`src/rtl/fco_pkg.sv`:
```
package fco_pkg;
  localparam int unsigned NCORE = 2;

  typedef enum logic [1:0] {
    ST_ON0  = 2'd0,
    ST_ON1  = 2'd1,
    ST_SW01 = 2'd2,
    ST_SW10 = 2'd3
  } fco_state_e;

  function automatic logic is_switch(input fco_state_e s);
    return (s == ST_SW01) || (s == ST_SW10);
  endfunction

  function automatic logic owner(input fco_state_e s);
    return (s == ST_ON1) || (s == ST_SW10);
  endfunction
endpackage

```
`src/rtl/fco_seq.sv`:
```
module fco_seq
  import fco_pkg::*;
#(
  parameter int unsigned SW_CYCLES = 4
) (
  input  logic clk_i,
  input  logic rst_ni,
  input  logic trig_i,
  input  logic blocked_i,
  output logic start_o,
  output logic act_o,
  output logic switching_o
);
  localparam int unsigned CW = (SW_CYCLES > 1) ? $clog2(SW_CYCLES) : 1;
  localparam logic [CW-1:0] LAST = CW'(SW_CYCLES - 1);

  fco_state_e state_q, state_d;
  logic [CW-1:0] cnt_q;
  logic last;
  logic start;

  assign last = (cnt_q == LAST);

  always_comb begin
    state_d = state_q;
    start   = 1'b0;
    case (state_q)
      ST_ON0: if (trig_i && !blocked_i) begin
        state_d = ST_SW01;
        start   = 1'b1;
      end
      ST_ON1: if (trig_i && !blocked_i) begin
        state_d = ST_SW10;
        start   = 1'b1;
      end
      ST_SW01: if (last) state_d = ST_ON1;
      ST_SW10: if (last) state_d = ST_ON0;
      default: state_d = ST_ON0;
    endcase
  end

  always_ff @(posedge clk_i or negedge rst_ni) begin
    if (!rst_ni) begin
      state_q <= ST_ON0;
      cnt_q   <= '0;
    end else begin
      state_q <= state_d;
      if (start) cnt_q <= '0;
      else if (is_switch(state_q)) cnt_q <= cnt_q + 1'b1;
    end
  end

  assign start_o     = start;
  assign act_o       = owner(state_q);
  assign switching_o = is_switch(state_q);
endmodule

```
`src/rtl/fco_health.sv`:
```
module fco_health
  import fco_pkg::*;
(
  input  logic             clk_i,
  input  logic             rst_ni,
  input  logic             err_hit_i,
  input  logic             act_i,
  output logic [NCORE-1:0] failed_o,
  output logic             fatal_o,
  output logic             standby_failed_o
);
  logic [NCORE-1:0] failed_q;
  logic             fatal_q;

  for (genvar g = 0; g < NCORE; g++) begin : g_flag
    always_ff @(posedge clk_i or negedge rst_ni) begin
      if (!rst_ni) failed_q[g] <= 1'b0;
      else if (err_hit_i && (act_i == (g != 0))) failed_q[g] <= 1'b1;
    end
  end

  assign standby_failed_o = failed_q[~act_i];

  always_ff @(posedge clk_i or negedge rst_ni) begin
    if (!rst_ni) fatal_q <= 1'b0;
    else if (err_hit_i && standby_failed_o) fatal_q <= 1'b1;
  end

  assign failed_o = failed_q;
  assign fatal_o  = fatal_q;
endmodule

```
`src/rtl/fco_rst_gen.sv`:
```
module fco_rst_gen
  import fco_pkg::*;
#(
  parameter int unsigned N_EXT = 2
) (
  input  logic             clk_i,
  input  logic             rst_ni,
  input  logic             start_i,
  input  logic             act_i,
  input  logic [N_EXT-1:0] ext_req_i,
  output logic [NCORE-1:0] core_rst_o,
  output logic [N_EXT-1:0] ext_rst_o
);
  logic [NCORE-1:0] core_q;
  logic [N_EXT-1:0] req_d_q, ext_q;

  for (genvar g = 0; g < NCORE; g++) begin : g_core
    always_ff @(posedge clk_i or negedge rst_ni) begin
      if (!rst_ni) core_q[g] <= 1'b0;
      else         core_q[g] <= start_i && (act_i == (g != 0));
    end
  end

  // rising-edge pulse per external request
  for (genvar e = 0; e < N_EXT; e++) begin : g_ext
    always_ff @(posedge clk_i or negedge rst_ni) begin
      if (!rst_ni) begin
        req_d_q[e] <= 1'b0;
        ext_q[e]   <= 1'b0;
      end else begin
        req_d_q[e] <= ext_req_i[e];
        ext_q[e]   <= ext_req_i[e] && !req_d_q[e];
      end
    end
  end

  assign core_rst_o = core_q;
  assign ext_rst_o  = ext_q;
endmodule

```
`src/rtl/dual_core_failover.sv`:
```
module dual_core_failover
  import fco_pkg::*;
#(
  parameter int unsigned SW_CYCLES = 4
) (
  input  logic             clk_i,
  input  logic             rst_ni,
  input  logic             err_i,
  input  logic             core_rst_req_i,
  input  logic             chip_rst_req_i,
  input  logic             sys_rst_req_i,
  output logic             sel_o,
  output logic             switching_o,
  output logic [NCORE-1:0] core_rst_o,
  output logic             chip_rst_o,
  output logic             sys_rst_o,
  output logic [NCORE-1:0] failed_o,
  output logic             fatal_o
);
  logic act, start, sw, standby_failed, err_hit, trig;
  logic [1:0] ext_rst;

  assign trig    = err_i | core_rst_req_i;
  assign err_hit = err_i & ~sw;  // errors during a switch are dropped

  fco_seq #(.SW_CYCLES(SW_CYCLES)) u_seq (
    .clk_i      (clk_i),
    .rst_ni     (rst_ni),
    .trig_i     (trig),
    .blocked_i  (standby_failed),
    .start_o    (start),
    .act_o      (act),
    .switching_o(sw)
  );

  fco_health u_health (
    .clk_i           (clk_i),
    .rst_ni          (rst_ni),
    .err_hit_i       (err_hit),
    .act_i           (act),
    .failed_o        (failed_o),
    .fatal_o         (fatal_o),
    .standby_failed_o(standby_failed)
  );

  fco_rst_gen #(.N_EXT(2)) u_rst (
    .clk_i     (clk_i),
    .rst_ni    (rst_ni),
    .start_i   (start),
    .act_i     (act),
    .ext_req_i ({sys_rst_req_i, chip_rst_req_i}),
    .core_rst_o(core_rst_o),
    .ext_rst_o (ext_rst)
  );

  assign chip_rst_o  = ext_rst[0];
  assign sys_rst_o   = ext_rst[1];
  assign sel_o       = act;
  assign switching_o = sw;
endmodule

```
`config.mk`:
```
export PLATFORM = sky130hd
export DESIGN_NAME = dual_core_failover
export DESIGN_NICKNAME = d
export VERILOG_FILES = /design/src/rtl/fco_pkg.sv /design/src/rtl/fco_seq.sv /design/src/rtl/fco_health.sv /design/src/rtl/fco_rst_gen.sv /design/src/rtl/dual_core_failover.sv
export SDC_FILE = /design/constraint.sdc
export NUM_CORES = 1
export LEC_CHECK = 0
export BUFFER_PORTS_ARGS = -buffer_cell sky130_fd_sc_hd__buf_2
export CELL_PAD_IN_SITES_DETAIL_PLACEMENT = 1
export CELL_PAD_IN_SITES_GLOBAL_PLACEMENT = 1
export CORE_UTILIZATION = 37
export CTS_BUF_LIST = sky130_fd_sc_hd__clkbuf_8
export CTS_CLUSTER_SIZE = 28
export DETAILED_ROUTE_END_ITERATION = 8
export GPL_ROUTABILITY_DRIVEN = 0
export HOLD_SLACK_MARGIN = 0.08
export PLACE_DENSITY = 0.85
export SETUP_SLACK_MARGIN = 0.5
export SLEW_MARGIN = 20
export SYNTH_ARGS = -nofsm -noshare
export SYNTH_HDL_FRONTEND = slang
export SYNTH_SLANG_ARGS = --single-unit
```
`constraint.sdc`:
```
create_clock -name clk_i -period 1.8 [get_ports clk_i]
set_input_delay 0.09 -clock clk_i [delete_from_list [all_inputs] [get_ports clk_i]]
set_output_delay 0.09 -clock clk_i [all_outputs]
set_load 0.01 [all_outputs]
```
==> qor.txt <==
TritonCTS Buffers: 3
reg2reg end: u_seq.state_q[0]$_DFFE_PN0P_
Initial Utilization: 0.394
hold_sp: err_i
RSZ-0062 raised after global routing: yes
clock tree root buffer cell: clkbuf_8
hpwl dp: 910 microns
minimum clock period: 1.74 ns
Final WS setup: 0.0629 ns
Die Wd: 42.0 microns
initial DRC count: 0
setup violators final: 0
R2R depth: 6
Post-Syn Area: 593 sq um
Critical Path Start: u_seq.state_q[1]$_DFFE_PN0P_
Area contributors post-synth: dfrtp_1 (55%), ha_1 (11%), nor2_1 (4.4%)
vias in the first global route: 554
Area growth syn-to-layout: 69.0%
Max Fclk: 0.576 GHz
Synth Register Bits: 13
clk buf depth: 2
area leader, netlist: dfrtp_1
# rows: 14
layout cell share with drive strength beyond 1: 0.593
grt ovf: 0
n_diodes: 0
Antenna Nets Post-Route: 0
syn avg cell area: 11.4 sq um
relative slew slack: 0.786
register area share after synthesis: 0.549
fin. max-slew vios: 0
first-pass GRT wire length: 2730 microns
Mapped Nets: 63
I/O Buffers: 14
Peak VDD IR: 0.000977 V
Hold/Removal Path Class: primary input to flop
clock sinks: 13
critical path type: flop to flop
final clock skew: 0.00280 ns
Final Hold Viols: 0
area of the die: 1770 sq um
outcome: finished, final reports clean
Setup crit end: u_seq.state_q[0]$_DFFE_PN0P_
Core Box Area: 1510 sq um
Req. time, crit path: 1.92 ns
Post-Place Setup Slack: 0.0398 ns
DRC Markers: 0
P_leak: 0.475 nW
worst path arrival time: 1.86 ns
clk_lat worst skew: 0.24 ns
Vias: 511
CP Capture Type: flop
Final Hold Slack: 0.152 ns
GR Util All Layers: 0.215
Worst Hold Path Cells: 3
Final nets: 98
Crit Path Max Fanout: 4
period utilisation layout: 0.965
WL per Instance: 18.4 microns
TritonCTS clock tree: done
TNS Setup: 0 ns
post-synth cell types: 19
drt total wl: 1870 microns
H-tree levels: 1
Reg clk slew, reported paths: 0.06 ns
initial antenna violation count: 0
Ports: 15
largest net degree at the start of global routing: 14
placed instance area: 713 sq um
Critical Path Source Type: flop
final instance area: 1000 sq um
drt via density: 5.01
Yosys top cell area share: 0.549
cell area power density: 1950 nW/um^2
Post-Synthesis Cells: 52
Worst Tran Pin Value: 0.319 ns
synth warn: 0
Max-Cap Viols: 0
Die Y: 42.0 microns
R2R setup slack: 0.06 ns
Reg2Reg Launch Point: u_seq.state_q[1]$_DFFE_PN0P_
Pre-antenna DRT Iters: 1
## cell families after synthesis
group / Yosys count / share of synthesized area
muxes: 1 / 0.0190
xor gates and xnor gates: 1 / 0.0148
buffers and inverters: 5 / 0.0316
adders and majority gates: 5 / 0.105
and+or+nand+nor: 17 / 0.146
DFF: 13 / 0.549
AOI/OAI and AO/OA: 10 / 0.135
## what timing repair did
action                                  in CTS  in global routing
endpoints found under the hold margin       15                  0
pin swaps                                    6                 10
endpoints found under the setup margin      11                 11
resized for setup                           14                 17
hold buffers                                 3                  0
setup buffers                                8                  3
## state kept, by name, indices dropped and copies added (netlist names)
signal             count
u_rst.ext_rst_o        2
u_health.fatal_o       1
u_rst.core_rst_o       2
u_seq.cnt_q            2
u_rst.req_d_q          2
u_health.failed_o      2
u_seq.state_q          2
## placed cells by master, fill, tap and decap left out
master         count
o21ai_0            1
o21a_1             1
inv_1              3
a31o_4             1
a21oi_4            1
clkbuf_8           3
and3_4             1
dfrtp_2            2
nor2_1             4
ha_4               3
inv_4              2
nor2_4             2
buf_2             13
nand2_4            1
dlygate4sd3_1      3
nor2b_1            2
nand2_1            2
a211oi_2           1
a211o_4            1
buf_6              7
xor2_1             1
dfrtp_1           11
ha_1               2
nor3_4             2
inv_2              1
nor3_2             1
mux2_4             1
nor3_1             1
buf_4              7
a21oi_1            2
o21bai_1           2
nor2_2             1
## where the power goes
group	internal (mW)	switching, mW	total (mW)
Sequential	0.372	0.0783	0.451
Combinational	0.627	0.619	1.25
Clock	0.151	0.105	0.256
Total	1.15	0.802	1.95
## critical path, cell delays in order (launching register included)
cell and delay (ns):
dfrtp_2 0.41, inv_2 0.07, ha_4 0.17, o21a_1 0.21, a211o_4 0.31, a21oi_4 0.14
mux2_4 0.31
## metrics by stage
stage / total power, mW / util / std cells
after floorplan: 0.859 / - / 52
after global placement: 1.04 / 0.473 / 84
after detailed placement: 1.07 / 0.473 / 84
after CTS: 1.66 / 0.598 / 99
after global routing: 2.08 / 0.665 / 102
final: 1.95 / 0.665 / 102
## metal layers
layer	wire length (microns)	up-vias	part of all wire	global-route usage
met5	0	-	0	0
met4	13	0	0.0069	0.0563
met3	55	2	0.029	0.0560
met2	1030	13	0.55	0.391
met1	772	254	0.41	0.249
li1	-	242	-	-
## how the worst min path moves through the flow
stage and to:
2_1_floorplan u_health.failed_o[0]$_DFFE_PN0P_, 3_3_place_gp u_health.failed_o[0]$_DFFE_PN0P_, 3_5_place_dp u_health.failed_o[0]$_DFFE_PN0P_, 4_1_cts u_health.failed_o[1]$_DFFE_PN0P_, 5_1_grt u_health.failed_o[0]$_DFFE_PN0P_, 6_report u_health.failed_o[0]$_DFFE_PN0P_
## Yosys cell counts
| cell | instances |
|---|---|
| dfrtp_1 | 13 |
| nor2_1 | 7 |
| ha_1 | 5 |
| inv_1 | 5 |
| nand2_1 | 3 |
| nor3_1 | 3 |
| a21oi_1 | 2 |
| nor2b_1 | 2 |
| o21bai_1 | 2 |
| a211o_4 | 1 |
| a211oi_1 | 1 |
| a21oi_2 | 1 |
| a31o_2 | 1 |
| and3_4 | 1 |
| mux2_1 | 1 |
| nor3_2 | 1 |
| o21a_1 | 1 |
| o21ai_0 | 1 |
| xor2_1 | 1 |
## layout make-up
| type | count | area [sq um] |
|---|---|---|
| clock buffer | 3 | 41.3 |
| inverter | 5 | 23.8 |
| sequential | 13 | 328 |
| fill | 158 | 504 |
| timing repair buffer | 30 | 226 |
| multi-input combinational | 34 | 359 |
| clock inverter | 1 | 3.75 |
| tap | 16 | 20.0 |
No activity file was read; power rests on OpenSTA's default activity.
